## src/rtl/flg_pkg.sv

```systemverilog
package flg_pkg;

    typedef enum logic [1:0] {
        CLS_ADD   = 2'd0,
        CLS_SUB   = 2'd1,
        CLS_LOGIC = 2'd2,
        CLS_SHIFT = 2'd3
    } op_class_e;

    typedef enum logic [1:0] {
        SZ_BYTE  = 2'd0,
        SZ_WORD  = 2'd1,
        SZ_DWORD = 2'd2,
        SZ_DWALT = 2'd3
    } op_size_e;

    typedef struct packed {
        logic of;
        logic sf;
        logic zf;
        logic af;
        logic pf;
        logic cf;
    } status_t;

    localparam int POS_CF = 0;
    localparam int POS_ONE = 1;
    localparam int POS_PF = 2;
    localparam int POS_AF = 4;
    localparam int POS_ZF = 6;
    localparam int POS_SF = 7;
    localparam int POS_TF = 8;
    localparam int POS_IF = 9;
    localparam int POS_DF = 10;
    localparam int POS_OF = 11;

endpackage

```

## src/rtl/flg_parity.sv

```systemverilog
module flg_parity #(
    parameter int WIDTH = 8
) (
    input  logic [WIDTH-1:0] bits_in,
    output logic             even_out
);
    logic [WIDTH:0] chain;
    assign chain[0] = 1'b1;
    for (genvar i = 0; i < WIDTH; i++) begin : g_xor
        assign chain[i+1] = chain[i] ^ bits_in[i];
    end
    assign even_out = chain[WIDTH];
endmodule

```

## src/rtl/flg_status_calc.sv

```systemverilog
module flg_status_calc
    import flg_pkg::*;
#(
    parameter int DATA_W = 32,
    parameter int PAR_W  = 8
) (
    input  op_class_e        cls,
    input  op_size_e         size,
    input  logic [DATA_W-1:0] a,
    input  logic [DATA_W-1:0] b,
    input  logic [DATA_W-1:0] r,
    input  logic              cin,
    input  logic              of_held,
    input  logic              af_held,
    output status_t           nxt
);
    localparam int MSB8  = 7;
    localparam int MSB16 = 15;
    localparam int MSB32 = DATA_W - 1;

    logic [DATA_W-1:0] mask;
    logic sa, sb, sr;
    logic even;

    always_comb begin
        unique case (size)
            SZ_BYTE: begin
                mask = {{(DATA_W-8){1'b0}}, 8'hFF};
                sa = a[MSB8];  sb = b[MSB8];  sr = r[MSB8];
            end
            SZ_WORD: begin
                mask = {{(DATA_W-16){1'b0}}, 16'hFFFF};
                sa = a[MSB16]; sb = b[MSB16]; sr = r[MSB16];
            end
            default: begin
                mask = '1;
                sa = a[MSB32]; sb = b[MSB32]; sr = r[MSB32];
            end
        endcase
    end

    flg_parity #(.WIDTH(PAR_W)) u_par (
        .bits_in (r[PAR_W-1:0]),
        .even_out(even)
    );

    always_comb begin
        nxt.zf = ((r & mask) == '0);
        nxt.sf = sr;
        nxt.pf = even;
        unique case (cls)
            CLS_ADD: begin
                nxt.cf = cin;
                nxt.of = (sa == sb) && (sr != sa);
                nxt.af = a[4] ^ b[4] ^ r[4];
            end
            CLS_SUB: begin
                nxt.cf = cin;
                nxt.of = (sa != sb) && (sr != sa);
                nxt.af = a[4] ^ b[4] ^ r[4];
            end
            CLS_LOGIC: begin
                nxt.cf = 1'b0;
                nxt.of = 1'b0;
                nxt.af = af_held;
            end
            default: begin
                nxt.cf = cin;
                nxt.of = of_held;
                nxt.af = af_held;
            end
        endcase
    end

    // parity output agrees with the low-byte population count
    always_comb begin
        a_r6_parity_even: assert (even == ($countones(r[PAR_W-1:0]) % 2 == 0))
            else $error("R6 parity mismatch");
    end
endmodule

```

## src/rtl/arith_flags_unit.sv

```systemverilog
module arith_flags_unit
    import flg_pkg::*;
#(
    parameter int DATA_W = 32,
    parameter int FLAG_W = 16
) (
    input  logic              clk,
    input  logic              rst_n,
    input  logic              upd_en,
    input  logic [1:0]        op_class,
    input  logic [1:0]        op_size,
    input  logic [DATA_W-1:0] opnd_a,
    input  logic [DATA_W-1:0] opnd_b,
    input  logic [DATA_W-1:0] result,
    input  logic              carry_in,
    input  logic              ctl_we,
    input  logic              ctl_dir,
    input  logic              ctl_ien,
    input  logic              ctl_trap,
    output logic [FLAG_W-1:0] flags_out
);
    status_t st_q, st_d;
    logic dir_q, ien_q, trap_q;

    flg_status_calc #(.DATA_W(DATA_W), .PAR_W(8)) u_calc (
        .cls    (op_class_e'(op_class)),
        .size   (op_size_e'(op_size)),
        .a      (opnd_a),
        .b      (opnd_b),
        .r      (result),
        .cin    (carry_in),
        .of_held(st_q.of),
        .af_held(st_q.af),
        .nxt    (st_d)
    );

    always_ff @(posedge clk or negedge rst_n) begin
        if (!rst_n) begin
            st_q <= '0;
        end else if (upd_en) begin
            st_q <= st_d;
        end
    end

    always_ff @(posedge clk or negedge rst_n) begin
        if (!rst_n) begin
            dir_q  <= 1'b0;
            ien_q  <= 1'b0;
            trap_q <= 1'b0;
        end else if (ctl_we) begin
            dir_q  <= ctl_dir;
            ien_q  <= ctl_ien;
            trap_q <= ctl_trap;
        end
    end

    always_comb begin
        flags_out          = '0;
        flags_out[POS_ONE] = 1'b1;
        flags_out[POS_CF]  = st_q.cf;
        flags_out[POS_PF]  = st_q.pf;
        flags_out[POS_AF]  = st_q.af;
        flags_out[POS_ZF]  = st_q.zf;
        flags_out[POS_SF]  = st_q.sf;
        flags_out[POS_TF]  = trap_q;
        flags_out[POS_IF]  = ien_q;
        flags_out[POS_DF]  = dir_q;
        flags_out[POS_OF]  = st_q.of;
    end

    a_r9_hold_all: assert property (@(posedge clk) disable iff (!rst_n)
        (!upd_en && !ctl_we) |=> $stable(flags_out));

    a_r8_fixed_bits: assert property (@(posedge clk) disable iff (!rst_n)
        flags_out[1] && flags_out[3] == 1'b0 && flags_out[5] == 1'b0 &&
        flags_out[FLAG_W-1:12] == '0);

    a_r7_ctl_load: assert property (@(posedge clk) disable iff (!rst_n)
        ctl_we |=> (flags_out[10] == $past(ctl_dir) && flags_out[9] == $past(ctl_ien) &&
                    flags_out[8] == $past(ctl_trap)));

    a_r3_logic_clears: assert property (@(posedge clk) disable iff (!rst_n)
        (upd_en && op_class == 2'd2) |=> (!flags_out[0] && !flags_out[11]));

    a_r5_af_kept: assert property (@(posedge clk) disable iff (!rst_n)
        (upd_en && op_class[1]) |=> $stable(flags_out[4]));

    a_r4_of_shift_kept: assert property (@(posedge clk) disable iff (!rst_n)
        (upd_en && op_class == 2'd3) |=> $stable(flags_out[11]));
endmodule

```

## config.mk

```make
export PLATFORM = sky130hd
export DESIGN_NAME = arith_flags_unit
export DESIGN_NICKNAME = d
export VERILOG_FILES = /design/src/rtl/flg_pkg.sv /design/src/rtl/flg_parity.sv /design/src/rtl/flg_status_calc.sv /design/src/rtl/arith_flags_unit.sv
export SDC_FILE = /design/constraint.sdc
export NUM_CORES = 1
export LEC_CHECK = 0
export BUFFER_PORTS_ARGS = -buffer_cell sky130_fd_sc_hd__buf_2
export CORE_ASPECT_RATIO = 1.2
export CORE_UTILIZATION = 28
export DETAILED_ROUTE_END_ITERATION = 10
export GPL_TIMING_DRIVEN = 0
export PLACE_DENSITY_LB_ADDON = 0.1
export SETUP_SLACK_MARGIN = 0.4
export SYNTH_ARGS = -nofsm -noshare
export SYNTH_HDL_FRONTEND = slang
export SYNTH_SLANG_ARGS = --single-unit
```

## constraint.sdc

```tcl
create_clock -name clk -period 0.8 [get_ports clk]
set_input_delay 0.08 -clock clk [delete_from_list [all_inputs] [get_ports clk]]
set_output_delay 0.08 -clock clk [all_outputs]
set_load 0.05 [all_outputs]
```

==> metrics.md, run 1 <==
| Metric | Value |
|---|---|
| Max IR drop VDD | 638 µV |
| Gate Count Post-Synth | 87 |
| Startpoint Class | input pin |
| Failing checks | negative hold slack, negative setup slack |
| Port bufs | 58 |
| P_sw | 724 µW |
| Max H-tree Level | 1 |
| Max Used Layer | met4 |
| Critical path peak fanout | 4 |
| Comb power frac | 52.6% |
| Total CTS buffers | 3 |
| Clock transition at path regs | 0.06 ns |
| Global-route wire length before repair | 3.12 mm |
| Most frequent cell after synthesis | buf_4 |
| Internal power | 1180 µW |
| Async SR Flop Fraction | 100% |
| DR pass1 iterations | 4 |
| Post-synth EDFFs | 0 |
| Dpl hpwl | 1.67 mm |
| Met2 wire len | 1.01 mm |
| Synth top cells by count | buf_4, dfrtp_1, nand2_1 |
| Area contributors post-synth | dfrtp_1, buf_4, mux2_2 |
| Status | finished, violations left |
| Unique masters post-synth | 30 |
| Clock buffer depth | 2 |
| DRT antenna net count | 0 |
| GPL Wtd Cong | 0.728 |
| Tmin final | 1.22 ns |
| Via density | 4.59 |
| Final period util | 153% |
| Largest net degree at the start of global routing | 11 |
| Ant. Diodes | 0 |
| Required @ worst endpoint | 0.99 ns |
| Reg2Reg Setup Slack | 0.02 ns |
| Rows | 20 |
| Max-cap violations | 0 |
| Initial antenna violation count | 0 |
| # setup viols final | 11 |
| Final Hold Vio Count | 9 |
| CTS tree | yes |
| Wire length on met3 | 206 µm |
| DR DRC count | 0 |
| Layout Area Growth over Synthesis | 86.7% |
| Post-Place Cell Area | 1190 µm² |
| Vias in the first global route | 820 |
| CP Data Arrival Time | 1.41 ns |
| Boundary Pins | 124 |
| Layout cells sized above 1 | 64.1% |
| Reg2reg start | flags_out[2] |
| Max-slew violations | 0 |
| Clk pwr share | 18.0% |
| Reg2reg path depth | 3 |
| Total routed wirelength | 2.02 mm |
| Synthesis Warnings | 0 |
| Seq pwr share | 29.4% |
| Worst skew pair latency | 0.26 ns |
| Sequential area share after synthesis | 30.0% |
| Total GRT Usage | 14.0% |
| Core ar. | 2530 µm² |
| DR WL/cell | 10.7 µm |
| Met1 WL | 774 µm |
| Most used DFF post-synth | dfrtp_1 |
| RSZ-0062 raised after global routing | yes |
| Clock sinks | 9 |
| DP Worst Slack | -0.742 ns |
| Area of the die | 2890 µm² |
| Power density over the cells | 1360 nW/µm² |
| Die Ht | 58.7 µm |
| Lkg Pwr | 0.000666 µW |
| Final Skew | 0 ns |
| Kind of critical path | input pin to flop |
| Die extent in x | 49.3 µm |
| Fin Hold WS | -0.343 ns |
| Final net count | 266 |
| Initial core utilization | 29.7% |
| Worst setup margin | -0.420 ns |
| Synth top area share | 30.0% |
| RR Endpoint | flags_out[2] |
| Post-Syn Area per Cell | 8.63 µm² |
| Largest area contributor in the netlist | dfrtp_1 |
| Sw Share | 38.0% |
| HP Class | input pin to asynchronous set/reset pin |
| Post-route cell area | 1400 µm² |
| Synthesized cell area | 751 µm² |
| Root buf cell | clkbuf_4 |
| Starting DRT DRC Count | 5 |
| FILL cells | 236 |
| Fmax | 819 MHz |
| Register bit total from synthesis | 9 |
| Via count | 868 |
| GRT Residual Overflow | 0 |
| Critical Path End Type | flop |
-- worst max-delay path by stage --
stage / slack, ns / to / depth (start not counted) / start
6_report: -0.42 / flags_out[11] / 6 / op_size[0]
3_3_place_gp: -0.73 / flags_out[11] / 6 / op_size[0]
3_5_place_dp: -0.74 / flags_out[11] / 6 / op_size[0]
4_1_cts: -0.42 / flags_out[11] / 6 / op_size[0]
5_1_grt: -0.44 / flags_out[11] / 6 / op_size[0]
2_1_floorplan: -0.50 / flags_out[11] / 5 / op_size[0]
-- cell families after synthesis --
kind of cell / Yosys count / share of synthesized area (%)
other: 2 / 1.00
adder cells (fa/ha/maj): 1 / 1.67
flip-flops: 9 / 30.0
AO/OA/AOI/OAI: 14 / 12.3
XOR/XNOR: 8 / 9.33
AND/OR/NAND/NOR: 26 / 19.3
multiplexers: 7 / 10.2
buffers and inverters: 20 / 16.2
-- routing by layer --
layer	track usage, %	vias up
met2	24.5	59
met1	16.1	381
met3	2.33	4
met5	0	-
li1	-	424
met4	8.40	0
-- final cells by class --
type                    count  area [µm²]  area share (%)
multi-input cells          63         513            36.6
well taps                  33        41.3            2.95
clock buffers               3        22.5            1.61
flip-flops and latches      9         230            16.4
inverters                   6        35.0            2.50
repair buffers             60         430            30.7
plain buffers              14         124            8.84
clock inverters             1        5.00           0.357
-- power by group through the flow --
stage | Sequential (µW) | Clock (µW) | Combinational, µW
after floorplan | 656 | 0 | 474
after global placement | 560 | 0 | 806
after detailed placement | 564 | 0 | 815
after CTS | 561 | 360 | 980
after global routing | 568 | 377 | 1060
final | 561 | 342 | 1000
-- critical path, cell delays in order --
cell and delay, ns:
buf_8 0.11, mux2i_2 0.15, o211a_1 0.24, or4b_1 0.50
a211o_1 0.26, nand4_1 0.07
-- per-stage QoR --
stage	cells	power (µW)	hold WS (ns)	utilization, %	TNS (ns)
floorplan	92	1130	-0.216	-	-0.768
global placement	183	1370	-0.0583	47.0	-1.55
detailed placement	183	1380	-0.0575	47.0	-1.66
CTS	189	1900	-0.344	54.2	-1.86
global route	189	2000	-0.340	55.4	-2.11
finish	189	1910	-0.343	55.4	-1.75
-- cells in the final DEF (no fill, tap or decap), types with 2 or more instances in the layout --
cell type  synthesis  layout
a21oi_1            2       2
nor2_1             2       2
o211a_1            2       2
dfrtp_1            9       5
nor4_4             0       3
buf_4             12       8
buf_2              1      41
buf_6              0      20
buf_8              0       4
dfrtp_2            0       4
nand4_1            2       2
conb_1             2       7
nor4_2             0       3
inv_1              6       3
o21ai_0            6       3
xor2_1             3       2
o21ai_1            0       3
nand2_1            8       7
mux2_2             5       5
clkbuf_4           0       3
xnor2_1            5       5
-- what timing repair did --
action                     in CTS  in global routing
hold endpoints to repair        9                  9
gates cloned                    0                  0
buffers inserted                2                  0
setup endpoints to repair      18                 18
pin swaps                      16                  3
resized for setup              37                  6
-- sequential cells by signal, indices dropped and copies added (netlist names) --
signal,cells
ien_q,1
dir_q,1
flags_out,6
trap_q,1
Power figures use the tool's default switching activity.
==> run 2, diff against run 1 <==
- MAX_ROUTING_LAYER: unset -> met4
- PLACE_DENSITY_LB_ADDON: 0.1 -> 0.25
==> metrics.md, run 2 (synthesized netlist as in run 1, its figures left out) <==
| Metric | Value |
|---|---|
| Max IR drop VDD | 600 µV (was 638 µV) |
| Crit-path cells | buf_2, mux2i_2, o211a_1, or4b_1, a211o_1, nand4_1 (was buf_8, mux2i_2, o211a_1, or4b_1, a211o_1, nand4_1) |
| Power density over the cells | 1370 nW/µm² (was 1360 nW/µm²) |
| Layout cells sized above 1 | 64.8% (was 64.1%) |
| Total routed wirelength | 1.96 mm (was 2.02 mm) |
| CP Data Arrival Time | 1.46 ns (was 1.41 ns) |
| Post-route cell area | 1430 µm² (was 1400 µm²) |
| Reg2Reg Setup Slack | -0.02 ns (was 0.02 ns) |
| GPL Wtd Cong | 0.721 (was 0.728) |
| DR WL/cell | 10.2 µm (was 10.7 µm) |
| RR Endpoint | flags_out[4] (was flags_out[2]) |
| RSZ-0062 raised after global routing | yes (unchanged) |
| Initial core utilization | 29.7% (unchanged) |
| Root buf cell | clkbuf_4 (unchanged) |
| HP Class | input pin to asynchronous set/reset pin (unchanged) |
| Fin Hold WS | -0.336 ns (was -0.343 ns) |
| Worst setup endpoint | flags_out[11] (unchanged) |
| Reg2reg start | flags_out[4] (was flags_out[2]) |
| Final Skew | 0 ns (unchanged) |
| Most frequent cells in the layout | buf_2, buf_6, buf_4, nand2_1, conb_1 (unchanged) |
| Max-cap violations | 0 (unchanged) |
| Clock buffer depth | 2 (unchanged) |
| Worst skew pair latency | 0.25 ns (was 0.26 ns) |
| Required @ worst endpoint | 0.99 ns (about the same) |
| Reg2reg path depth | 4 (was 3) |
| Post-Place Cell Area | 1190 µm² (unchanged) |
| Largest register FFs | 6 (unchanged) |
| Failing checks | negative hold slack, negative setup slack (unchanged) |
| Total GRT Usage | 14.8% (was 14.0%) |
| Critical Path End Type | flop (unchanged) |
| Slowest CP cell | or4b_1 (unchanged) |
| Fmax | 785 MHz (was 819 MHz) |
| Worst setup margin | -0.474 ns (was -0.420 ns) |
| Non-filler cells, final | 192 (was 189) |
| Dpl hpwl | 1.62 mm (was 1.67 mm) |
| Max H-tree Level | 1 (unchanged) |
| Total CTS buffers | 3 (unchanged) |
| DP Worst Slack | -0.754 ns (was -0.742 ns) |
| Kind of critical path | input pin to flop (unchanged) |
| Startpoint Class | input pin (unchanged) |
| DRT antenna net count | 0 (unchanged) |
| Commonest non-fill, non-tap cell in the layout | buf_2 (unchanged) |
| Global-route wire length before repair | 3.18 mm (was 3.12 mm) |
| CTS tree | yes (unchanged) |
| DR DRC count | 0 (unchanged) |
| Final Hold Vio Count | 9 (unchanged) |
| Final net count | 269 (was 266) |
| Total Power | 1950 µW (was 1910 µW) |
| Die extent in x | 49.3 µm (unchanged) |
| Initial antenna violation count | 0 (unchanged) |
| Largest net degree at the start of global routing | 11 (unchanged) |
| FILL cells | 225 (was 236) |
| Vias in the first global route | 823 (was 820) |
| Critical path peak fanout | 4 (unchanged) |
| Via count | 855 (was 868) |
| Starting DRT DRC Count | 4 (was 5) |
| DR pass1 iterations | 4 (unchanged) |
| Clock transition at path regs | 0.06 ns (about the same) |
| Core ar. | 2530 µm² (unchanged) |
| Die Ht | 58.7 µm (unchanged) |
| Slowest stage delay, CP | 0.50 ns (about the same) |
| Status | finished, violations left (unchanged) |
| Via density | 4.45 (was 4.59) |
| WP buf/inv | 1 (unchanged) |
| # setup viols final | 12 (was 11) |
| Area of the die | 2890 µm² (unchanged) |
| Logic depth of the worst path, buffers included | 6 (unchanged) |
| Crit-path leading delay family | simple AND/OR/NAND/NOR gates (unchanged) |
| Max-slew violations | 0 (unchanged) |
| Rows | 20 (unchanged) |
| Final period util | 159% (was 153%) |
| Lkg Pwr | 0.000685 µW (was 0.000666 µW) |
| Ant. Diodes | 0 (unchanged) |
| Worst setup startpoint | op_size[0] (unchanged) |
| Tmin final | 1.27 ns (was 1.22 ns) |
| GRT Residual Overflow | 0 (unchanged) |
| Port bufs | 58 (unchanged) |
| Placed cells | 183 (unchanged) |
| Layout Area Growth over Synthesis | 90.3% (was 86.7%) |
| Clock sinks | 9 (unchanged) |
| Boundary Pins | 124 (unchanged) |
==> run 2: worst min-delay path by stage <==
stage | slack (ns) | depth (start not counted) | to
floorplan | -0.22 | 0 | dir_q
global placement | -0.06 | 1 | dir_q
detailed placement | -0.06 | 1 | dir_q
CTS | -0.34 | 1 | trap_q
global route | -0.34 | 1 | trap_q
finish | -0.34 | 1 | dir_q
==> run 2: repair_timing <==
action | CTS | global route
pin swaps | 10 | 4
resized for setup | 33 | 12
buffers inserted | 2 | 3
setup endpoints to repair | 18 | 18
endpoints found under the hold margin | 9 | 9
==> run 2: through the flow <==
stage | setup TNS [ns] | util, %
floorplan | -0.768 | -
global placement | -1.55 | 47.0
detailed placement | -1.64 | 47.0
CTS | -1.89 | 53.6
global route | -2.29 | 56.5
finish | -1.78 | 56.5
==> run 2: metal layers <==
layer | vias up | wire (µm) | track usage, %
met2 | 54 | 953 | 25.0
met5 | - | 0 | -
met3 | 2 | 170 | 2.07
met1 | 365 | 814 | 17.0
li1 | 434 | - | -
met4 | 0 | 21 | 7.56
==> run 2: report_power, final <==
group | switching [µW] | total (µW) | internal, µW
Clock | 147 | 338 | 191
Combinational | 531 | 1050 | 521
Sequential | 43.7 | 562 | 519
==> run 2: final cells by class <==
type	instances	area, µm²	area share [%]
multi-input cells	63	512	35.8
repair buffers	63	460	32.2
flip-flops and latches	9	230	16.1
plain buffers	14	124	8.67
well taps	33	41.3	2.89
inverters	6	35.0	2.45
clock buffers	4	26.3	1.84
